$ cat src/rtl/can_fc_pkg.sv
package can_fc_pkg;
   typedef enum logic [1:0] {
      FC_ACTIVE  = 2'd0,
      FC_PASSIVE = 2'd1,
      FC_BUSOFF  = 2'd2
   } fc_state_e;
endpackage

$ cat src/rtl/fc_tec_unit.sv
module fc_tec_unit #(
   parameter int W    = 9,
   parameter int STEP = 8
) (
   input  logic         clk_i,
   input  logic         rst_i,
   input  logic         clr_i,
   input  logic         hold_i,
   input  logic         err_i,
   input  logic         ok_i,
   output logic [W-1:0] cnt_o,
   output logic [W-1:0] cnt_nxt_o
);
   localparam logic [W-1:0] STEP_V = W'(STEP);
   logic [W-1:0] cnt_q;

   always_comb begin
      cnt_nxt_o = cnt_q;
      if (clr_i)
         cnt_nxt_o = '0;
      else if (!hold_i) begin
         if (err_i)
            cnt_nxt_o = cnt_q + STEP_V;
         else if (ok_i && cnt_q != '0)
            cnt_nxt_o = cnt_q - 1'b1;
      end
   end

   always_ff @(posedge clk_i) begin
      if (rst_i) cnt_q <= '0;
      else       cnt_q <= cnt_nxt_o;
   end

   assign cnt_o = cnt_q;
endmodule

$ cat src/rtl/fc_rec_unit.sv
module fc_rec_unit #(
   parameter int W          = 8,
   parameter int PASSIVE_TH = 128,
   parameter int RELOAD     = 120
) (
   input  logic         clk_i,
   input  logic         rst_i,
   input  logic         clr_i,
   input  logic         hold_i,
   input  logic         err_i,
   input  logic         ok_i,
   output logic [W-1:0] cnt_o,
   output logic [W-1:0] cnt_nxt_o
);
   localparam logic [W-1:0] TH_V     = W'(PASSIVE_TH);
   localparam logic [W-1:0] RELOAD_V = W'(RELOAD);
   localparam logic [W-1:0] MAX_V    = '1;
   logic [W-1:0] cnt_q;

   always_comb begin
      cnt_nxt_o = cnt_q;
      if (clr_i)
         cnt_nxt_o = '0;
      else if (!hold_i) begin
         if (err_i) begin
            if (cnt_q != MAX_V) cnt_nxt_o = cnt_q + 1'b1;
         end else if (ok_i) begin
            if (cnt_q >= TH_V)        cnt_nxt_o = RELOAD_V;
            else if (cnt_q != '0)     cnt_nxt_o = cnt_q - 1'b1;
         end
      end
   end

   always_ff @(posedge clk_i) begin
      if (rst_i) cnt_q <= '0;
      else       cnt_q <= cnt_nxt_o;
   end

   assign cnt_o = cnt_q;
endmodule

$ cat src/rtl/fc_recovery.sv
module fc_recovery #(
   parameter int RUNS = 128
) (
   input  logic clk_i,
   input  logic rst_i,
   input  logic busoff_i,
   input  logic run_i,
   output logic done_o
);
   localparam int CW = (RUNS > 2) ? $clog2(RUNS) : 1;
   localparam logic [CW-1:0] LAST_V = CW'(RUNS - 1);
   logic [CW-1:0] runs_q;

   assign done_o = busoff_i && run_i && (runs_q == LAST_V);

   always_ff @(posedge clk_i) begin
      if (rst_i || !busoff_i)
         runs_q <= '0;
      else if (run_i)
         runs_q <= done_o ? '0 : runs_q + 1'b1;
   end
endmodule

$ cat src/rtl/can_fault_conf.sv
module can_fault_conf
   import can_fc_pkg::*;
#(
   parameter int TEC_W       = 9,
   parameter int REC_W       = 8,
   parameter int TX_ERR_STEP = 8,
   parameter int PASSIVE_TH  = 128,
   parameter int BUSOFF_TH   = 256,
   parameter int RX_RELOAD   = 120,
   parameter int RECOV_RUNS  = 128
) (
   input  logic             clk_i,
   input  logic             rst_i,
   input  logic             tx_err_i,
   input  logic             tx_ok_i,
   input  logic             rx_err_i,
   input  logic             rx_ok_i,
   input  logic             run11_i,
   input  logic             irq_en_i,
   output logic [TEC_W-1:0] tec_o,
   output logic [REC_W-1:0] rec_o,
   output logic             passive_o,
   output logic             busoff_o,
   output logic             irq_o
);
   localparam logic [TEC_W-1:0] TEC_TH_V  = TEC_W'(PASSIVE_TH);
   localparam logic [REC_W-1:0] REC_TH_V  = REC_W'(PASSIVE_TH);
   localparam logic [TEC_W-1:0] TEC_OFF_V = TEC_W'(BUSOFF_TH);

   if (RX_RELOAD < PASSIVE_TH - 9 || RX_RELOAD >= PASSIVE_TH) begin : g_bad_reload
      $error("RX_RELOAD must lie just below PASSIVE_TH");
   end
   if ((1 << TEC_W) < BUSOFF_TH + TX_ERR_STEP) begin : g_bad_tec_w
      $error("TEC_W too narrow for bus-off overshoot");
   end
   if ((1 << REC_W) <= PASSIVE_TH) begin : g_bad_rec_w
      $error("REC_W too narrow for passive threshold");
   end
   if (RECOV_RUNS < 2) begin : g_bad_runs
      $error("RECOV_RUNS must be at least 2");
   end

   fc_state_e        state_q, state_d;
   logic [TEC_W-1:0] tec_nxt;
   logic [REC_W-1:0] rec_nxt;
   logic             recov_done;
   logic             is_busoff;
   logic             irq_q;

   assign is_busoff = (state_q == FC_BUSOFF);

   fc_tec_unit #(.W(TEC_W), .STEP(TX_ERR_STEP)) u_tec (
      .clk_i(clk_i), .rst_i(rst_i), .clr_i(recov_done), .hold_i(is_busoff),
      .err_i(tx_err_i), .ok_i(tx_ok_i), .cnt_o(tec_o), .cnt_nxt_o(tec_nxt));

   fc_rec_unit #(.W(REC_W), .PASSIVE_TH(PASSIVE_TH), .RELOAD(RX_RELOAD)) u_rec (
      .clk_i(clk_i), .rst_i(rst_i), .clr_i(recov_done), .hold_i(is_busoff),
      .err_i(rx_err_i), .ok_i(rx_ok_i), .cnt_o(rec_o), .cnt_nxt_o(rec_nxt));

   fc_recovery #(.RUNS(RECOV_RUNS)) u_recov (
      .clk_i(clk_i), .rst_i(rst_i), .busoff_i(is_busoff),
      .run_i(run11_i), .done_o(recov_done));

   always_comb begin
      if (recov_done)                                 state_d = FC_ACTIVE;
      else if (is_busoff)                             state_d = FC_BUSOFF;
      else if (tec_nxt >= TEC_OFF_V)                  state_d = FC_BUSOFF;
      else if (tec_nxt >= TEC_TH_V || rec_nxt >= REC_TH_V) state_d = FC_PASSIVE;
      else                                            state_d = FC_ACTIVE;
   end

   always_ff @(posedge clk_i) begin
      if (rst_i) begin
         state_q <= FC_ACTIVE;
         irq_q   <= 1'b0;
      end else begin
         state_q <= state_d;
         irq_q   <= irq_en_i && (state_d != state_q);
      end
   end

   assign passive_o = (state_q == FC_PASSIVE);
   assign busoff_o  = is_busoff;
   assign irq_o     = irq_q;
endmodule

$ cat config.mk
export PLATFORM = sky130hd
export DESIGN_NAME = can_fault_conf
export DESIGN_NICKNAME = d
export VERILOG_FILES = /design/src/rtl/can_fc_pkg.sv /design/src/rtl/fc_tec_unit.sv /design/src/rtl/fc_rec_unit.sv /design/src/rtl/fc_recovery.sv /design/src/rtl/can_fault_conf.sv
export SDC_FILE = /design/constraint.sdc
export NUM_CORES = 1
export LEC_CHECK = 0
export ABC_CLOCK_PERIOD_IN_PS = 3700
export BUFFER_PORTS_ARGS = -buffer_cell sky130_fd_sc_hd__buf_2
export CORE_MARGIN = 2
export CORE_UTILIZATION = 58
export CTS_CLUSTER_DIAMETER = 200
export DETAILED_ROUTE_END_ITERATION = 16
export GPL_TIMING_DRIVEN = 0
export PLACE_DENSITY = 0.9
export SLEW_MARGIN = 20
export SYNTH_ARGS = -nofsm -noshare
export SYNTH_HDL_FRONTEND = slang
export SYNTH_HIERARCHICAL = 1
export SYNTH_SLANG_ARGS = --single-unit
$ cat constraint.sdc
create_clock -name clk_i -period 3.7 [get_ports clk_i]
set_clock_uncertainty 0.1 [all_clocks]
set_input_delay 0.555 -clock clk_i [delete_from_list [all_inputs] [get_ports clk_i]]
set_output_delay 0.555 -clock clk_i [all_outputs]
set_load 0.05 [all_outputs]
After elaboration in Yosys (flattened, before gate mapping):

Cells that the tools add are included.

* register bits: 27
* input bits: 8
* logic and storage cells: 44

* $add $sub $neg: 5
* $lt $le $gt $ge: 4
* eq/ne operators: 5
* multiplexer cells: 16
* reduce and logical (&&, ||, !) cells: 9

Operators with widths (number)
* 8-bit two-way mux: 7
* 9-bit two-way mux: 4
* 8-bit greater-or-equal comparator, second input constant: 2
* 9-bit by 4-bit adder with 9-bit output, second input constant: 1
* 9-bit by 8-bit greater-or-equal comparator with 1-bit output, second input constant: 1
* 9-bit greater-or-equal comparator, second input constant: 1
* 9-bit nonzero test: 1
* 9-bit by 1-bit subtractor with 9-bit output, second input constant: 1
* 8-bit by 1-bit adder with 8-bit output, second input constant: 1
* 8-bit != test, second input constant: 1
* 8-bit nonzero test: 1
* 8-bit by 1-bit subtractor with 8-bit output, second input constant: 1
* 7-bit by 1-bit adder with 7-bit output, second input constant: 1
* 7-bit equality test, second input constant: 1
* 7-bit two-way mux: 1
* 2-bit two-way mux: 3
* 1-bit logical AND: 4
* 2-bit by 1-bit equality test with 1-bit output, second input constant: 1
* 2-bit equality test, second input constant: 1
* 1-bit logical OR: 2
* 2-bit != test: 1
* 1-bit logical NOT: 1
* 1-bit two-way mux: 1

Logic depth before layout (Yosys ltp):

Gate-level depths: netlist of run 1.

* depth in word-level cells: 15
* gate-level depth with buffers: 10
* depth with buffers taken out: 9

Cells and area by module:

The synthesis of run 1 kept the hierarchy.

Modules (own cells, without submodules)
* fc_rec_unit: times used 1, cells each 124, area each 963.4 um^2
* fc_tec_unit: times used 1, cells each 97, area each 792.0 um^2
* fc_recovery: times used 1, cells each 38, area each 342.8 um^2
* can_fault_conf: times used 1, cells each 16, area each 153.9 um^2

Least setup slack after synthesis of run 1:

Ideal clock, no wire load.

* path type: reg2reg
* from: register state_q[1]
* to: register irq_q, in the netlist irq_o
* setup time: 81 ps
* arrival: 3737 ps
* slack: -218 ps
* cell stages (with the launch flop): 8
* buffers on the path: 1
* period minus slack after synthesis: 3918 ps
* cell sequence: dfxtp_1 > nor2b_1 > nand2_1 > nor3_1 > clkbuf_1 > a311oi_1 > or4_1 > a41oi_1

* longest elaborated chain between the ends: 12

RTL lines
* from (decl): line can_fault_conf.sv:43 `fc_state_e state_q, state_d;`
* from (signal assigned): line can_fault_conf.sv:77 `state_q <= state_d;`
* 2-bit equality test (*): line can_fault_conf.sv:50 `assign is_busoff = (state_q == FC_BUSOFF);`
* named net busoff_o: line can_fault_conf.sv:23 `output logic busoff_o,`
* 1-bit logical AND (*) (2 in a row): line fc_recovery.sv:14 `assign done_o = busoff_i && run_i && (runs_q == LAST_V);`
* named net recov_done: line can_fault_conf.sv:46 `logic recov_done;`
* 9-bit two-way mux (*): line fc_tec_unit.sv:19 `if (clr_i)`
* named net tec_nxt[8]: line can_fault_conf.sv:44 `logic [TEC_W-1:0] tec_nxt;`
* 9-bit by 8-bit greater-or-equal comparator with 1-bit output: line can_fault_conf.sv:68 `else if (tec_nxt >= TEC_TH_V || rec_nxt >= REC_TH_V) state_d = FC_PASSIVE;`
* 1-bit logical OR: line can_fault_conf.sv:68
* 1-bit two-way mux: line can_fault_conf.sv:68
* 2-bit two-way mux (*): line can_fault_conf.sv:67 `else if (tec_nxt >= TEC_OFF_V) state_d = FC_BUSOFF;`
* 2-bit two-way mux (*): line can_fault_conf.sv:66 `else if (is_busoff) state_d = FC_BUSOFF;`
* 2-bit two-way mux (*): line can_fault_conf.sv:65 `if (recov_done) state_d = FC_ACTIVE;`
* 2-bit != test (*): line can_fault_conf.sv:78 `irq_q <= irq_en_i && (state_d != state_q);`
* 1-bit logical AND (*): line can_fault_conf.sv:78
* to (signal assigned): line can_fault_conf.sv:78
* to (decl): line can_fault_conf.sv:48 `logic irq_q;`

Mark *: on every way through the listed nets, which the timed path passes. The rest lies on a longest branch.
A chain may end at the register's enable or synchronous reset.

Worst setup path in the final report of run 1:

* from: register state_q[1]
* to: register irq_q, in the netlist irq_o

* longest elaborated chain between the ends: 12

RTL lines (line)
* 2-bit equality test (*): can_fault_conf.sv:50
* 1-bit logical AND (*) (2 in a row): fc_recovery.sv:14
* named net recov_done: can_fault_conf.sv:46
* 9-bit two-way mux (*): fc_tec_unit.sv:19
* named net tec_nxt[8]: can_fault_conf.sv:44
* 9-bit by 8-bit greater-or-equal comparator with 1-bit output: can_fault_conf.sv:68
* 1-bit logical OR: can_fault_conf.sv:68
* 1-bit two-way mux: can_fault_conf.sv:68
* 2-bit two-way mux (*): can_fault_conf.sv:67
* 2-bit two-way mux (*): can_fault_conf.sv:66
* 2-bit two-way mux (*): can_fault_conf.sv:65
* 2-bit != test (*): can_fault_conf.sv:78
* 1-bit logical AND (*): can_fault_conf.sv:78

Marks and branches as above.

==> results of run 1 <==
area by class of cell:
| class | count | area [um2] |
|---|---|---|
| Clock inverter | 1 | 7.51 |
| Multi-Input combinational cell | 192 | 1430 |
| Tap cell | 46 | 57.6 |
| Buffer | 15 | 81.3 |
| Clock buffer | 3 | 22.5 |
| Sequential cell | 27 | 541 |
| Inverter | 16 | 60.1 |
| Fill cell | 305 | 1100 |
| Timing Repair Buffer | 24 | 120 |
where the power goes:
part	switching (mW)	internal, mW
registers	0.0672	0.333
logic	0.394	0.237
clock network	0.0933	0.0414
total	0.554	0.612
worst max-delay path by stage:
stage	startpoint	slack [ns]	depth (start not counted)	endpoint
floorplan	state_q[1]$_SDFF_PP0_	0.08	7	irq_o$_SDFF_PP0_
global placement	state_q[1]$_SDFF_PP0_	0.01	7	irq_o$_SDFF_PP0_
detailed placement	state_q[1]$_SDFF_PP0_	0.33	7	irq_o$_SDFF_PP0_
CTS	state_q[1]$_SDFF_PP0_	0.28	7	irq_o$_SDFF_PP0_
global route	state_q[1]$_SDFF_PP0_	0.37	7	irq_o$_SDFF_PP0_
finish	state_q[1]$_SDFF_PP0_	0.62	7	irq_o$_SDFF_PP0_
registers in the layout, indices dropped and copies added, names as in the netlist:
register / cells
u_tec/cnt_o: 9
state_q: 2
irq_o: 1
u_recov/runs_q: 7
u_rec/cnt_o: 8
routing by layer:
| metal | routed length [um] | share of wire | vias to the layer above |
|---|---|---|---|
| met5 | 0 | 0 | - |
| met4 | 63 | 0.013 | 0 |
| met3 | 350 | 0.070 | 6 |
| met2 | 2350 | 0.47 | 90 |
| met1 | 2210 | 0.45 | 958 |
| li1 | - | - | 1001 |
cell usage in the layout, fill, tap and decap left out, drive strengths merged, types with 6 or more instances in the layout:
cell / count
clkbuf: 10
ha: 8
buf: 32
nor3: 9
inv: 16
nand2: 11
a21oi: 13
o21ai: 7
dfxtp: 27
nor2: 26
nand4: 10
or3: 6
through the flow:
step           hold slack [ns]  area (um2)  setup slack, ns  utilization
3_5_place_dp             0.392        2280            0.327        0.668
3_3_place_gp             0.378        2280           0.0123        0.667
6_report                 0.357        2320            0.623        0.678
4_1_cts                  0.347        2310            0.279        0.677
2_1_floorplan            0.358        2100           0.0822            -
5_1_grt                  0.350        2320            0.367        0.678
worst register-to-register path, stage by stage, from the launching register on:
cell	delay [ns]
dfxtp_1	0.40
nor2b_2	0.73
nand2_1	0.15
nor3_2	0.55
clkbuf_1	0.20
a311oi_1	0.11
or4_1	0.57
a41oi_1	0.22
==> reports/qor.yml, run 1 <==
clock_tree:
  numCtsBuffers: 3
  postCtsHoldBufs: 0
  cts_resized: 0
  clk_pin_slew_worst_paths_ns: 0.15
  root_buffer: "clkbuf_4"
  cts_setup_buffers: 0
  cts_tree: "yes"
  htree_levels: 1
  numClockSinks: 27
  clock_latency_ns: 0.33
  cts_buffer_depth: 2
global_routing:
  use_met3: 0.0528
  grt-ovfl-total: 0
  use_met1: 0.316
  grtUsageMet2: 0.414
  antenna_found_initial: 0
  top_usage_layer: "met2"
  grt.total_usage: 0.248
  grt_start_max_net_pins: 21
  grt_pass1_wl_mm: 8.31
  grt_pass1_vias: 1846
routing:
  viasPerCell: 6.34
  drt_iter0_markers: 161
  drc_errors: 0
  ant_nets: 0
  num_vias: 2055
  drt_pass1_iterations: 5
  wl_mm: 4.97
  wire_per_inst_um: 15.4
timing:
  tns_ns: 0
  period_needed_ns: 3.08
  max_clock_freq_mhz: 325
  fin_crit_sh: 0.832
  rsz0062_at_grt: "false"
  slew_headroom: 0.426
  hold_violations: 0
  finalSetupViolations: 0
  tightest_slew_ns: 0.857
  drv_slew: 0
placed_design:
  dpl.hpwl_mm: 3.61
  gp_congestion: 0.973
  dp.cells: 320
  port-buffer-count: 24
floorplanning:
  die_area_um2: 4120
  dieHeight_um: 64.2
  core_um2: 3420
  die-width_um: 64.2
  initial_core_util: 0.615
  io_pins: 28
  rows: 21
critical_path:
  slowest_stage: "nor2b_2"
  required_ns: 3.86
  rr_endpoint: "irq_o$_SDFF_PP0_"
  cp_top_family: "simple AND/OR/NAND/NOR gates"
  path_class: "register to register"
  cp_data_arrival_time_ns: 3.24
  reg2reg_from: "state_q[1]$_SDFF_PP0_"
  cp_cell_sequence: "nor2b_2 -> nand2_1 -> nor3_2 -> clkbuf_1 -> a311oi_1 -> or4_1 -> a41oi_1"
  crit_buf_inv: 1
  critPathMaxFanout: 20
  crit_path_end_kind: "register"
  r2r_cells: 7
  reg2reg_slack_ns: 0.62
  cp-start-kind: "register"
  max_stage_delay_ns: 0.73
hold_path:
  min-delay-start: "irq_en_i"
  worstHoldEndpoint: "irq_o$_SDFF_PP0_"
  min_path_type: "primary input to register"
  hold_depth: 3
yosys:
  syn-cell-area_um2: 2100
  ys_warn_count: 6
  syn_area_per_cell_um2: 8.41
  synth_fp_nets: 266
  syn_inst: 250
power_and_ir_drop:
  p_leak_nw: 0.918
  peakVddDrop_v: 0.000309
  finalPower_mw: 1.17
  power_density_nw_per_um2: 503
final_layout:
  layout-drive-gt1-share: 0.223
  area_growth_pct: 10.2
  diodes: 0
  instances_no_fill: 324
  fin_nets: 295
run:
  max_cap_violations: 0
run_status:
  status: "finished, final reports clean"
No activity file was read; power rests on OpenSTA's default activity.
==> run 2, diff against run 1 <==
ABC_CLOCK_PERIOD_IN_PS = 2800   (was 3700)
CORE_UTILIZATION = 53   (was 58)
PLACE_DENSITY = 0.87   (was 0.9)
clock period = 2.8 ns   (was 3.7 ns; I/O delays follow)
==> run 2 against run 1 <==
Compared with the run above: first-iteration DRC count grew 25%; final cell count grew 0.93%; routed wire length rose by 4.5%; largest cell class unchanged; largest power group unchanged.
==> reports/qor.yml, run 2 (synthesized netlist as in run 1, its figures left out) <==
timing:
  max_clock_freq_mhz: 379
  finalSetupViolations: 0
  tightest_slew_ns: 0.567
  fin_crit_sh: 0.942
  tns_ns: 0
  holdWs_ns: 0.276
  rsz0062_at_grt: "false"
  setup_slack_ns: 0.161
  period_needed_ns: 2.64
  hold_violations: 0
  slew_headroom: 0.619
  drv_slew: 0
routing:
  drc_errors: 0
  drt_pass1_iterations: 5
  wire_per_inst_um: 15.9
  wl_mm: 5.20
  num_vias: 2108
  drt_iter0_markers: 201
  ant_nets: 0
  viasPerCell: 6.45
power_and_ir_drop:
  pwr-share-comb: 0.523
  power_density_nw_per_um2: 681
  clkPwrFrac: 0.141
  peakVddDrop_v: 0.000371
  p_sw_mw: 0.748
  p_int_mw: 0.858
  swShare: 0.466
  p_leak_nw: 0.951
  finalPower_mw: 1.61
  seqPwrFrac: 0.336
placed_design:
  port-buffer-count: 24
  gp_congestion: 0.995
  postPlaceCellArea_um2: 2290
  pre_cts_slack_ns: -0.201
  dpl.hpwl_mm: 3.59
global_routing:
  grt_pass1_wl_mm: 8.37
  grt.total_usage: 0.243
  grt_pass1_vias: 1777
  antenna_found_initial: 0
  grt-ovfl-total: 0
  grt_start_max_net_pins: 21
final_layout:
  final_cell_mix: "29 x buf_2, 26 x nor2_1, 24 x dfxtp_1"
  fin_nets: 296
  design_area_um2: 2360
  largest_reg_flops: 9
  layout-drive-gt1-share: 0.237
  diodes: 0
  fillers: 317
  final_common_cell: "buf_2"
  area_growth_pct: 12.3
floorplanning:
  initial_core_util: 0.561
  dieHeight_um: 67.0
  io_pins: 28
  die_area_um2: 4490
  rows: 22
  die-width_um: 67.0
  core_um2: 3740
clock_tree:
  cts_buffer_depth: 2
  numCtsBuffers: 3
  postCtsHoldBufs: 0
  cts_setup_buffers: 0
  clock_latency_ns: 0.28
  numClockSinks: 27
  htree_levels: 1
  clk_pin_slew_worst_paths_ns: 0.10
  root_buffer: "clkbuf_8"
  cts_tree: "yes"
run_status:
  status: "finished, final reports clean"
critical_path:
  path_class: "register to register"
  cp_data_arrival_time_ns: 2.74
  critPathMaxFanout: 8
  cp-start-kind: "register"
  required_ns: 2.90
  crit_path_end_kind: "register"
run:
  max_cap_violations: 0
hold_path:
  min_path_type: "primary input to register"
## run 2: layout make-up
| class | count | area (um2) | area share |
|---|---|---|---|
| Buffer | 15 | 81.3 | 0.0345 |
| Tap cell | 48 | 60.1 | 0.0255 |
| Inverter | 16 | 60.1 | 0.0255 |
| Timing Repair Buffer | 24 | 120 | 0.0509 |
| Sequential cell | 27 | 544 | 0.231 |
| Clock inverter | 1 | 5.00 | 0.00212 |
| Clock buffer | 3 | 41.3 | 0.0175 |
| Multi-Input combinational cell | 193 | 1450 | 0.613 |
## run 2: power groups by stage
| stage | Sequential [mW] | Combinational [mW] | Clock [mW] |
|---|---|---|---|
| floorplan | 0.697 | 0.504 | 0 |
| global placement | 0.535 | 0.805 | 0 |
| detailed placement | 0.543 | 0.822 | 0 |
| CTS | 0.533 | 0.826 | 0.237 |
| global route | 0.549 | 0.893 | 0.247 |
| finish | 0.539 | 0.840 | 0.227 |
## run 2: worst paths after layout
| kind | start | to | slack, ns | cells after the start |
|---|---|---|---|---|
| setup / recovery | u_tec/cnt_o[4]$_SDFF_PP0_ | irq_o$_SDFF_PP0_ | 0.16 | 9 |
| setup reg to reg | u_tec/cnt_o[4]$_SDFF_PP0_ | irq_o$_SDFF_PP0_ | 0.16 | 9 |
| hold reg to reg | u_recov/runs_q[5]$_SDFFE_PP0P_ | u_recov/runs_q[5]$_SDFFE_PP0P_ | 0.40 | 2 |
| hold / removal | irq_en_i | irq_o$_SDFF_PP0_ | 0.28 | 3 |
## run 2: critical path, stage by stage, from the launching register on
cell,delay (ns)
dfxtp_2,0.42
inv_1,0.12
ha_1,0.20
o31ai_1,0.10
a21oi_1,0.15
a2111oi_2,0.54
mux2_4,0.27
o21bai_4,0.07
or4_1,0.39
a41oi_1,0.21
## run 2: repair_timing
| action | in CTS | in global routing |
|---|---|---|
| resized for setup | 1 | 1 |
| endpoints found under the setup margin | 2 | 3 |
| gates cloned | 0 | 1 |
## run 2: per-layer routing
layer	GRT usage	wire (um)	up-vias
met1	0.337	2240	984
met3	0.0372	377	13
met5	0	0	-
li1	-	-	997
met2	0.389	2500	114
met4	0.0714	76	0
## run 2: metrics by stage
stage                     instances  utilization
final                           327        0.630
after global routing            327        0.630
after CTS                       326        0.626
after detailed placement        322        0.613
after global placement          322        0.613
after floorplan                 250            -
==> run 3, diff against run 2 <==
PLACE_DENSITY = 0.75   (was 0.87)
SETUP_SLACK_MARGIN = 0.2   (was not set)
==> run 3 against run 2 <==
Compared with the run above: final cell count up 1.5%; combinational power up 4.6%; critical endpoint unchanged; maximum frequency up 4.9%.
==> reports/qor.yml, run 3 (synthesized netlist as in run 1, its figures left out) <==
run_status:
  status: "finished, final reports clean"
placed_design:
  dp.cells: 322
  pre_cts_slack_ns: 0.0155
  gp_congestion: 0.918
  dpl.hpwl_mm: 3.58
  port-buffer-count: 24
global_routing:
  grt_pass1_vias: 1885
  grt.total_usage: 0.241
  grt_pass1_wl_mm: 8.42
  grtUsageMet2: 0.405
  grt-ovfl-total: 0
  top_usage_layer: "met2"
  use_met1: 0.322
  antenna_found_initial: 0
  grt_start_max_net_pins: 16
  use_met3: 0.0338
timing:
  tightest_slew_ns: 0.484
  max_clock_freq_mhz: 398
  tns_ns: 0
  hold_violations: 0
  setup_slack_ns: 0.284
  period_needed_ns: 2.52
  finalSetupViolations: 0
  rsz0062_at_grt: "false"
  slew_headroom: 0.676
  drv_slew: 0
  fin_crit_sh: 0.898
hold_path:
  min_path_type: "primary input to register"
floorplanning:
  rows: 22
  die-width_um: 67.0
  die_area_um2: 4490
  io_pins: 28
  dieHeight_um: 67.0
  initial_core_util: 0.561
  core_um2: 3740
routing:
  wl_mm: 5.26
  drt_iter0_markers: 136
  viasPerCell: 6.39
  ant_nets: 0
  wire_per_inst_um: 15.8
  drc_errors: 0
  drt_pass1_iterations: 5
  num_vias: 2122
clock_tree:
  root_buffer: "clkbuf_8"
  htree_levels: 1
  numCtsBuffers: 3
  cts_tree: "yes"
  cts_buffer_depth: 2
  clk_pin_slew_worst_paths_ns: 0.09
  numClockSinks: 27
  clock_latency_ns: 0.27
  postCtsHoldBufs: 0
final_layout:
  instances_no_fill: 332
  final_common_cell: "buf_2"
  area_growth_pct: 16.7
  diodes: 0
  final_cell_mix: "29 x buf_2, 26 x nor2_1, 21 x dfxtp_1"
  largest_reg_flops: 9
  layout-drive-gt1-share: 0.278
  fin_nets: 301
run:
  max_cap_violations: 0
critical_path:
  required_ns: 2.90
  cp_cell_sequence: "inv_2 -> ha_2 -> or4b_4 -> o21ai_4 -> a2111oi_4 -> mux2_4 -> o21bai_4 -> or4_1 -> a41oi_2"
  cp-start-kind: "register"
  critPathMaxFanout: 4
  slowest_stage: "or4b_4"
  crit_path_end_kind: "register"
  path_class: "register to register"
  cp_data_arrival_time_ns: 2.61
  max_stage_delay_ns: 0.50
power_and_ir_drop:
  finalPower_mw: 1.64
  peakVddDrop_v: 0.000347
  power_density_nw_per_um2: 669
  p_leak_nw: 0.990
## run 3: cell types whose count changed in the layout (fill, tap and decap cells not counted), sizes merged
| cell | before | now |
|---|---|---|
| buf | 32 | 37 |
## run 3: what timing repair did
| action | in CTS | in global routing |
|---|---|---|
| pin swaps | 0 | 4 |
| endpoints found under the hold margin | 0 | 0 |
| setup endpoints to repair | 2 | 1 |
| gates resized for setup | 2 | 6 |
| buffers inserted | 0 | 5 |
| cloned | 1 | 0 |
## run 3: power by group
group          leakage [nW]  total [mW]  switching, mW  internal, mW
Clock                0.0255       0.218          0.119        0.0996
Combinational         0.742       0.879          0.536         0.343
Sequential            0.223       0.543         0.0973         0.446
Total                 0.990        1.64          0.752         0.889
## run 3: area by class of cell
| type | instances | area, um2 |
|---|---|---|
| buffer | 15 | 81.3 |
| clock buffer | 3 | 41.3 |
| clock inverter | 1 | 5.00 |
| fill | 358 | 1290 |
| inverter | 16 | 60.1 |
| multi-input combinational | 193 | 1480 |
| sequential | 27 | 551 |
| tap | 48 | 60.1 |
| timing repair buffer | 29 | 170 |
## run 3: path summary, 6_finish.rpt
path,startpoint,to,slack [ns],depth (start not counted)
worst min register to register,u_recov/runs_q[5]$_SDFFE_PP0P_,u_recov/runs_q[5]$_SDFFE_PP0P_,0.42,2
worst max-delay path,u_tec/cnt_o[0]$_SDFF_PP0_,irq_o$_SDFF_PP0_,0.28,9
worst max register to register,u_tec/cnt_o[0]$_SDFF_PP0_,irq_o$_SDFF_PP0_,0.28,9
worst min-delay path,irq_en_i,irq_o$_SDFF_PP0_,0.31,3
## run 3: worst max-delay path: cells and delay by family, from the launching register on
kind                       cells  cell delay [ns]
AOI/OAI and AO/OA              4             0.59
adders and majority gates      1             0.18
buffers and inverters          1             0.06
DFF                            1             0.36
muxes                          1             0.23
and+or+nand+nor                2             0.92
## run 3: stage by stage
stage          utilization  instance area (um2)  hold WS, ns
6_report             0.655                 2450        0.308
5_1_grt              0.655                 2450        0.296
4_1_cts              0.635                 2380        0.291
3_5_place_dp         0.615                 2300        0.412
3_3_place_gp         0.615                 2300        0.377
2_1_floorplan            -                 2120        0.358
## run 3: metal layers
metal  vias up  routed length, um
li1       1016                  -
met4         0                106
met2        89               2420
met5         -                  0
met1      1003               2400
met3        14                331
